==> config.mk <==
export PLATFORM = sky130hd
export DESIGN_NAME = sertx_queue
export DESIGN_NICKNAME = d
export VERILOG_FILES = /design/src/rtl/sertx_pkg.sv /design/src/rtl/sertx_fmt.sv /design/src/rtl/sertx_store.sv /design/src/rtl/sertx_ctl.sv /design/src/rtl/sertx_err.sv /design/src/rtl/sertx_queue.sv
export SDC_FILE = /design/constraint.sdc
export NUM_CORES = 1
export LEC_CHECK = 0
export ABC_CLOCK_PERIOD_IN_PS = 3500
export CAP_MARGIN = 20
export CORE_MARGIN = 5
export CORE_UTILIZATION = 50
export CTS_CLUSTER_SIZE = 10
export DETAILED_ROUTE_END_ITERATION = 8
export GPL_ROUTABILITY_DRIVEN = 0
export HOLD_SLACK_MARGIN = 0.06
export PLACE_DENSITY = 0.74
export SLEW_MARGIN = 10
export SYNTH_ARGS = -nofsm -noshare
export SYNTH_HDL_FRONTEND = slang
export SYNTH_SLANG_ARGS = --single-unit
==> constraint.sdc <==
create_clock -name clk -period 3.5 [get_ports clk]
set_input_delay 0.7 -clock clk [delete_from_list [all_inputs] [get_ports clk]]
set_output_delay 0.7 -clock clk [all_outputs]
set_load 0.03 [all_outputs]
==> src/rtl/sertx_pkg.sv <==
package sertx_pkg;

  // Decision taken for a host write in a given cycle
  typedef enum logic [1:0] {
    WA_NONE      = 2'd0,
    WA_BYPASS    = 2'd1,
    WA_PUSH      = 2'd2,
    WA_OVERWRITE = 2'd3
  } wr_act_e;

endpackage

==> src/rtl/sertx_fmt.sv <==
// Clears every bit at or above the configured word width.
module sertx_fmt #(
  parameter int DATA_W = 16,
  parameter int LEN_W  = 4,
  parameter int MIN_W  = 2
) (
  input  logic [LEN_W-1:0]  len_cfg,
  input  logic [DATA_W-1:0] raw,
  output logic [DATA_W-1:0] fmt
);

  localparam int WC_W = LEN_W + 1;

  logic [WC_W-1:0] eff_w;

  always_comb begin
    eff_w = WC_W'(len_cfg) + WC_W'(1);
    if (eff_w < WC_W'(MIN_W)) begin
      eff_w = WC_W'(MIN_W);
    end
  end

  generate
    for (genvar b = 0; b < DATA_W; b++) begin : g_bit
      localparam logic [WC_W-1:0] BIT_IDX = WC_W'(b);
      assign fmt[b] = raw[b] & (BIT_IDX < eff_w);
    end
  endgenerate

endmodule

==> src/rtl/sertx_store.sv <==
// Word storage: one register per entry, a single write port and a combinational read port.
module sertx_store #(
  parameter int DATA_W = 16,
  parameter int DEPTH  = 8,
  parameter int PTR_W  = 3
) (
  input  logic              clk,
  input  logic              wr_en,
  input  logic [PTR_W-1:0]  wr_addr,
  input  logic [DATA_W-1:0] wr_data,
  input  logic [PTR_W-1:0]  rd_addr,
  output logic [DATA_W-1:0] rd_data
);

  logic [DATA_W-1:0] slot [DEPTH];

  generate
    for (genvar e = 0; e < DEPTH; e++) begin : g_ent
      logic              ent_we;
      logic [DATA_W-1:0] ent_q;

      assign ent_we = wr_en && (wr_addr == PTR_W'(e));

      always_ff @(posedge clk) begin
        if (ent_we) begin
          ent_q <= wr_data;
        end
      end

      assign slot[e] = ent_q;
    end
  endgenerate

  assign rd_data = slot[rd_addr];

endmodule

==> src/rtl/sertx_ctl.sv <==
// Pointer, count and load sequencing for the transmit queue.
module sertx_ctl
  import sertx_pkg::*;
#(
  parameter int DEPTH = 8,
  parameter int PTR_W = 3,
  parameter int CNT_W = 4
) (
  input  logic             clk,
  input  logic             rst_n,
  input  logic             fifo_en,
  input  logic             flush,
  input  logic             wr_req,
  input  logic             sh_busy,
  output wr_act_e          act,
  output logic             pop,
  output logic             ld_nxt,
  output logic             ld_q,
  output logic             st_we,
  output logic [PTR_W-1:0] st_waddr,
  output logic [PTR_W-1:0] st_raddr,
  output logic [CNT_W-1:0] cnt
);

  logic [CNT_W-1:0] cnt_q, cnt_nxt, cap;
  logic [PTR_W-1:0] wptr_q, wptr_nxt, rptr_q, rptr_nxt;
  logic             sh_idle, wr_ok, is_full, push;

  function automatic logic [PTR_W-1:0] ptr_inc(input logic [PTR_W-1:0] p);
    if (p == PTR_W'(DEPTH - 1)) return '0;
    return p + PTR_W'(1);
  endfunction

  function automatic logic [PTR_W-1:0] ptr_dec(input logic [PTR_W-1:0] p);
    if (p == '0) return PTR_W'(DEPTH - 1);
    return p - PTR_W'(1);
  endfunction

  // Write decision and load request
  always_comb begin
    sh_idle = !sh_busy && !ld_q;
    wr_ok   = wr_req && !flush;
    cap     = fifo_en ? CNT_W'(DEPTH) : CNT_W'(1);
    is_full = (cnt_q >= cap);
    pop     = !flush && sh_idle && (cnt_q != '0);

    if (!wr_ok) begin
      act = WA_NONE;
    end else if ((cnt_q == '0) && sh_idle) begin
      act = WA_BYPASS;
    end else if (is_full && !pop) begin
      act = WA_OVERWRITE;
    end else begin
      act = WA_PUSH;
    end

    push     = (act == WA_PUSH);
    ld_nxt   = pop || (act == WA_BYPASS);
    st_we    = push || (act == WA_OVERWRITE);
    st_waddr = (act == WA_OVERWRITE) ? ptr_dec(wptr_q) : wptr_q;
    st_raddr = rptr_q;
  end

  // Next state
  always_comb begin
    cnt_nxt  = cnt_q;
    wptr_nxt = wptr_q;
    rptr_nxt = rptr_q;
    if (flush) begin
      cnt_nxt  = '0;
      wptr_nxt = '0;
      rptr_nxt = '0;
    end else begin
      cnt_nxt = cnt_q + CNT_W'(push) - CNT_W'(pop);
      if (push) wptr_nxt = ptr_inc(wptr_q);
      if (pop)  rptr_nxt = ptr_inc(rptr_q);
    end
  end

  // State registers
  always_ff @(posedge clk or negedge rst_n) begin
    if (!rst_n) begin
      cnt_q  <= '0;
      wptr_q <= '0;
      rptr_q <= '0;
      ld_q   <= 1'b0;
    end else begin
      cnt_q  <= cnt_nxt;
      wptr_q <= wptr_nxt;
      rptr_q <= rptr_nxt;
      ld_q   <= ld_nxt;
    end
  end

  assign cnt = cnt_q;

endmodule

==> src/rtl/sertx_err.sv <==
// Sticky overflow flag and optional interrupt pulse.
module sertx_err (
  input  logic clk,
  input  logic rst_n,
  input  logic ovf,
  input  logic err_en,
  input  logic err_clr,
  output logic tx_err,
  output logic err_irq
);

  logic err_q, err_nxt, irq_q, irq_nxt;

  always_comb begin
    err_nxt = err_q;
    if (err_clr) err_nxt = 1'b0;
    if (ovf)     err_nxt = 1'b1;
    irq_nxt = ovf && err_en;
  end

  always_ff @(posedge clk or negedge rst_n) begin
    if (!rst_n) begin
      err_q <= 1'b0;
      irq_q <= 1'b0;
    end else begin
      err_q <= err_nxt;
      irq_q <= irq_nxt;
    end
  end

  assign tx_err  = err_q;
  assign err_irq = irq_q;

endmodule

==> src/rtl/sertx_queue.sv <==
// Transmit word queue in front of a serial shift register.
module sertx_queue
  import sertx_pkg::*;
#(
  parameter int DATA_W = 16,
  parameter int LEN_W  = 4,
  parameter int THR_W  = 4,
  parameter int DEPTH  = 8,
  localparam int PTR_W = (DEPTH > 1) ? $clog2(DEPTH) : 1,
  localparam int CNT_W = $clog2(DEPTH + 1)
) (
  input  logic              clk,
  input  logic              rst_n,
  input  logic              fifo_en,
  input  logic [LEN_W-1:0]  len_cfg,
  input  logic [THR_W-1:0]  thresh,
  input  logic              err_en,
  input  logic              flush,
  input  logic              err_clr,
  input  logic              wr_en,
  input  logic [DATA_W-1:0] wr_data,
  input  logic              sh_busy,
  output logic              sh_load,
  output logic [DATA_W-1:0] sh_data,
  output logic [CNT_W-1:0]  fill_lvl,
  output logic              tx_req,
  output logic              tx_err,
  output logic              err_irq
);

  localparam int CMP_W = (CNT_W > THR_W) ? CNT_W : THR_W;

  wr_act_e           act;
  logic              pop, ld_nxt, ld_q, st_we;
  logic [PTR_W-1:0]  st_waddr, st_raddr;
  logic [CNT_W-1:0]  cnt;
  logic [DATA_W-1:0] fmt_data, rd_data, load_src, data_q;

  sertx_fmt #(.DATA_W(DATA_W), .LEN_W(LEN_W), .MIN_W(2)) u_fmt (
    .len_cfg (len_cfg),
    .raw     (wr_data),
    .fmt     (fmt_data)
  );

  sertx_ctl #(.DEPTH(DEPTH), .PTR_W(PTR_W), .CNT_W(CNT_W)) u_ctl (
    .clk      (clk),
    .rst_n    (rst_n),
    .fifo_en  (fifo_en),
    .flush    (flush),
    .wr_req   (wr_en),
    .sh_busy  (sh_busy),
    .act      (act),
    .pop      (pop),
    .ld_nxt   (ld_nxt),
    .ld_q     (ld_q),
    .st_we    (st_we),
    .st_waddr (st_waddr),
    .st_raddr (st_raddr),
    .cnt      (cnt)
  );

  sertx_store #(.DATA_W(DATA_W), .DEPTH(DEPTH), .PTR_W(PTR_W)) u_store (
    .clk     (clk),
    .wr_en   (st_we),
    .wr_addr (st_waddr),
    .wr_data (fmt_data),
    .rd_addr (st_raddr),
    .rd_data (rd_data)
  );

  sertx_err u_err (
    .clk     (clk),
    .rst_n   (rst_n),
    .ovf     (act == WA_OVERWRITE),
    .err_en  (err_en),
    .err_clr (err_clr),
    .tx_err  (tx_err),
    .err_irq (err_irq)
  );

  // Word handed to the shift register: oldest held entry, else the fresh write
  always_comb begin
    load_src = pop ? rd_data : fmt_data;
  end

  always_ff @(posedge clk or negedge rst_n) begin
    if (!rst_n) begin
      data_q <= '0;
    end else if (ld_nxt) begin
      data_q <= load_src;
    end
  end

  assign sh_load  = ld_q;
  assign sh_data  = data_q;
  assign fill_lvl = cnt;
  assign tx_req   = (CMP_W'(cnt) <= CMP_W'(thresh));

endmodule

==> metrics.txt <==
# TYPE chip_impl_metric gauge
chip_impl_info{name="outcome",value="complete, no violations"} 1
chip_impl_metric{name="finish.net_count",unit=""} 568
chip_impl_info{name="worst_hold_path_type",value="flop to flop"} 1
chip_impl_metric{name="setup_total_negative_slack",unit="ns"} 0
chip_impl_metric{name="yosysSeqAreaShare",unit="%"} 66.4
chip_impl_metric{name="post-route-drc-count",unit=""} 0
chip_impl_metric{name="cp_data_required_time",unit="ns"} 2.80
chip_impl_metric{name="grt_util_all_layers",unit="%"} 19.9
chip_impl_metric{name="synth.lib_cells_used.distinct",unit=""} 50
chip_impl_metric{name="dr_total_vias",unit=""} 4144
chip_impl_metric{name="worst_slew_margin_rel",unit="%"} 31.1
chip_impl_info{name="worst-setup-path-type",value="primary input to output pin"} 1
chip_impl_metric{name="first_global_vias",unit=""} 4314
chip_impl_metric{name="antenna_cells_inserted",unit=""} 0
chip_impl_metric{name="grt_first_pass_wirelength",unit="mm"} 24.0
chip_impl_metric{name="clock_sink_count",unit=""} 157
chip_impl_metric{name="worst_ep_arrival_time",unit="ns"} 2.42
chip_impl_metric{name="fin_skew",unit="ns"} 0.00391
chip_impl_metric{name="switching_share",unit="%"} 29.3
chip_impl_metric{name="layout_worst_path_cycle_share",unit="%"} 89.3
chip_impl_metric{name="ys_seq_elements",unit=""} 157
chip_impl_metric{name="cts_buffers",unit=""} 17
chip_impl_metric{name="cts_max_path_buffers",unit=""} 2
chip_impl_metric{name="clockPowerShare",unit="%"} 33.1
chip_impl_metric{name="layout-drive-gt1-share",unit="%"} 19.6
chip_impl_metric{name="drt-vias-per-instance",unit=""} 5.87
chip_impl_metric{name="max_cap_viol_count",unit=""} 0
chip_impl_metric{name="initial_utilization",unit="%"} 51.4
chip_impl_info{name="synthMostInstantiatedCell",value="sky130_fd_sc_hd__edfxtp_1"} 1
chip_impl_metric{name="post-cts-setup-buffers",unit=""} 0
chip_impl_metric{name="drv_slew",unit=""} 0
chip_impl_metric{name="grt_max_degree",unit=""} 35
chip_impl_metric{name="synth_edf_count",unit=""} 128
chip_impl_metric{name="report.power.total",unit="W"} 0.00589
chip_impl_metric{name="syn_nets",unit=""} 485
chip_impl_info{name="synth_top_area_cell",value="sky130_fd_sc_hd__edfxtp_1"} 1
chip_impl_info{name="worst_setup_path_end_kind",value="output pin"} 1
chip_impl_info{name="worstSetupStartpointType",value="primary input"} 1
chip_impl_metric{name="setup_slack_after_layout",unit="ns"} 0.375
chip_impl_metric{name="critPathMaxFanout",unit=""} 2
chip_impl_metric{name="netlist_instances",unit=""} 434
chip_impl_metric{name="row_count",unit=""} 42
chip_impl_metric{name="leakagePower",unit="nW"} 3.03
chip_impl_metric{name="worst_skew_pair.late_latency",unit="ns"} 0.42
chip_impl_metric{name="place.port_buffers",unit=""} 55
chip_impl_metric{name="fp.dieH",unit="um"} 127
chip_impl_metric{name="clk_pin_slew",unit="ns"} 0.06
chip_impl_info{name="cp-endpoint",value="tx_req"} 1
chip_impl_metric{name="sequentialPowerShare",unit="%"} 40.6
chip_impl_metric{name="synthesis.area_per_instance",unit="um2"} 15.9
chip_impl_metric{name="min_period",unit="ns"} 3.12
chip_impl_info{name="reg2reg_from",value="u_ctl.cnt[0]"} 1
chip_impl_metric{name="r2r.worst_path.cells",unit=""} 8
chip_impl_metric{name="power_density",unit="mW/mm2"} 701
chip_impl_info{name="crit_start",value="thresh[1]"} 1
chip_impl_metric{name="drt_pass_1_iters",unit=""} 5
chip_impl_info{name="rsz_0062_raised_after_global_routing",value="no"} 1
chip_impl_metric{name="synthesis.area",unit="mm2"} 0.00689
chip_impl_metric{name="intPower",unit="W"} 0.00416
chip_impl_metric{name="timing.final.setup_violations",unit=""} 0
chip_impl_info{name="primary_ff_master_synth",value="sky130_fd_sc_hd__edfxtp_1"} 1
chip_impl_metric{name="htreeDepth",unit=""} 4
chip_impl_metric{name="worst-slew-pin-transition",unit="ns"} 1.03
chip_impl_metric{name="place_hpwl",unit="mm"} 9.82
chip_impl_metric{name="power_frac_comb",unit="%"} 26.3
chip_impl_metric{name="wl_per_cell",unit="um"} 21.8
chip_impl_metric{name="syn2layout_area_growth",unit="%"} 22.0
chip_impl_metric{name="timing.reg2reg.setup_slack",unit="ns"} 0.84
chip_impl_metric{name="ys_async_sr_fraction",unit="%"} 18.5
chip_impl_metric{name="report.final.hold_viol_count",unit=""} 0
chip_impl_info{name="clock_root_buffer",value="sky130_fd_sc_hd__clkbuf_16"} 1
chip_impl_metric{name="core",unit="mm2"} 0.0134
chip_impl_metric{name="yosysWarningCount",unit=""} 0
chip_impl_metric{name="drt.antenna.violating_nets",unit=""} 0
chip_impl_info{name="most_frequent_cells_after_synthesis",value="sky130_fd_sc_hd__edfxtp_1, sky130_fd_sc_hd__mux4_2, sky130_fd_sc_hd__dfrtp_1, sky130_fd_sc_hd__nor2_1"} 1
chip_impl_metric{name="routed_wl",unit="mm"} 15.4
chip_impl_info{name="tritoncts",value="done"} 1
chip_impl_metric{name="total_switching_power",unit="W"} 0.00172
chip_impl_info{name="yosys-top-cells-area",value="sky130_fd_sc_hd__edfxtp_1, sky130_fd_sc_hd__dfrtp_1, sky130_fd_sc_hd__mux4_2, sky130_fd_sc_hd__ha_1, sky130_fd_sc_hd__mux2i_1"} 1
chip_impl_metric{name="synth.top_cell.area_share",unit="%"} 55.8
chip_impl_metric{name="drtIter0Drc",unit=""} 306
chip_impl_metric{name="io_pins",unit=""} 56
chip_impl_metric{name="max_freq",unit="MHz"} 320
chip_impl_info{name="timing.hold.worst.start",value="sh_data[1]"} 1
chip_impl_info{name="r2r_end",value="u_store.g_ent[6].ent_q[3]"} 1
chip_impl_metric{name="die_span_x",unit="um"} 127
chip_impl_metric{name="grt_overflow_total",unit=""} 0
chip_impl_metric{name="power.ir.vdd_worst",unit="mV"} 0.388
chip_impl_metric{name="initial_antenna_violation_count",unit=""} 0
chip_impl_metric{name="pre_cts_slack",unit="ns"} 0.0268
chip_impl_metric{name="die_area",unit="mm2"} 0.0162
-- area by class of cell --
class	instances	area, um2
Clock buffer	18	439
Inverter	22	82.6
Multi-Input combinational cell	232	2100
Clock inverter	14	193
Fill cell	971	5000
Sequential cell	157	4570
Timing Repair Buffer	87	793
Tap cell	176	220
-- logic make-up (layout without fill, tap and decap cells) --
family / after synthesis / after routing / share of synthesized area (%)
simple gates: 91 / 91 / 6.70
buf+inv: 45 / 141 / 3.11
flops: 157 / 157 / 66.4
compound gates: 71 / 71 / 7.10
mux: 46 / 46 / 12.5
fa+ha+maj: 20 / 20 / 3.71
xor+xnor: 4 / 4 / 0.509
-- timing repair --
item	4_1_cts	5_1_grt
hold buffers	0	0
setup endpoints to repair	0	1
gates resized for setup	0	1
-- stage by stage --
step	util (%)	hold slack, ns	instance area [um2]	std cells
finish	62.7	0.476	8400	706
global route	62.7	0.539	8400	706
CTS	62.7	0.484	8400	706
floorplan	-	0.404	6890	434
global placement	58.0	0.461	7770	674
detailed placement	58.0	0.470	7770	674
-- worst min path at each step --
stage                 end  slack (ns)  cells past startpoint
4_1_cts        sh_data[1]        0.48                      2
6_report       sh_data[1]        0.48                      2
3_5_place_dp   sh_data[1]        0.47                      2
2_1_floorplan  sh_data[0]        0.40                      0
3_3_place_gp   sh_data[0]        0.46                      2
5_1_grt        sh_data[0]        0.54                      2
-- power groups by stage --
stage	sequential (W)	clock (W)	combinational, W
finish	0.00239	0.00195	0.00155
global route	0.00242	0.00205	0.00167
CTS	0.00239	0.00197	0.00157
detailed placement	0.00243	0	0.00155
global placement	0.00241	0	0.00151
floorplan	0.00257	0	0.000864
-- layer usage --
| metal | track usage, % | wire, um | up-vias |
|---|---|---|---|
| met5 | 0 | 0 | - |
| met4 | 6.37 | 262 | 0 |
| met3 | 4.97 | 903 | 21 |
| met2 | 32.8 | 7760 | 168 |
| met1 | 26.2 | 6480 | 2114 |
| li1 | - | - | 1841 |
-- placed cells by master, fill, tap and decap left out, drive strengths merged, types with 9 or more instances in the layout --
| master | netlist | layout |
|---|---|---|
| mux4 | 32 | 32 |
| inv | 22 | 23 |
| edfxtp | 128 | 128 |
| nand2 | 21 | 21 |
| dfrtp | 29 | 29 |
| clkdlybuf4s50 | 0 | 54 |
| clkbuf | 8 | 18 |
| o21ai | 23 | 23 |
| buf | 15 | 32 |
| nor2b | 9 | 9 |
| nor2 | 25 | 25 |
| a21oi | 9 | 9 |
| mux2i | 13 | 13 |
| ha | 18 | 18 |
-- registers in the layout, summed over array words and instances (netlist names) --
signal,cells
u_store.g_ent.ent_q,128
sh_data,16
u_ctl.wptr_q,3
u_ctl.st_raddr,3
u_ctl.ld_q,1
u_err.err_irq,1
u_err.tx_err,1
u_ctl.cnt,4
-- worst max-delay path, cell delays in order --
cell,delay [ns]
sky130_fd_sc_hd__clkdlybuf4s50_1,0.45
sky130_fd_sc_hd__inv_1,0.04
sky130_fd_sc_hd__ha_1,0.30
sky130_fd_sc_hd__nor2b_1,0.13
sky130_fd_sc_hd__o21ai_0,0.15
sky130_fd_sc_hd__nand2b_1,0.08
sky130_fd_sc_hd__a21oi_1,0.18
sky130_fd_sc_hd__a41o_1,0.11
sky130_fd_sc_hd__dlymetal6s2s_1,0.28
(Power assumes the default switching activity.)
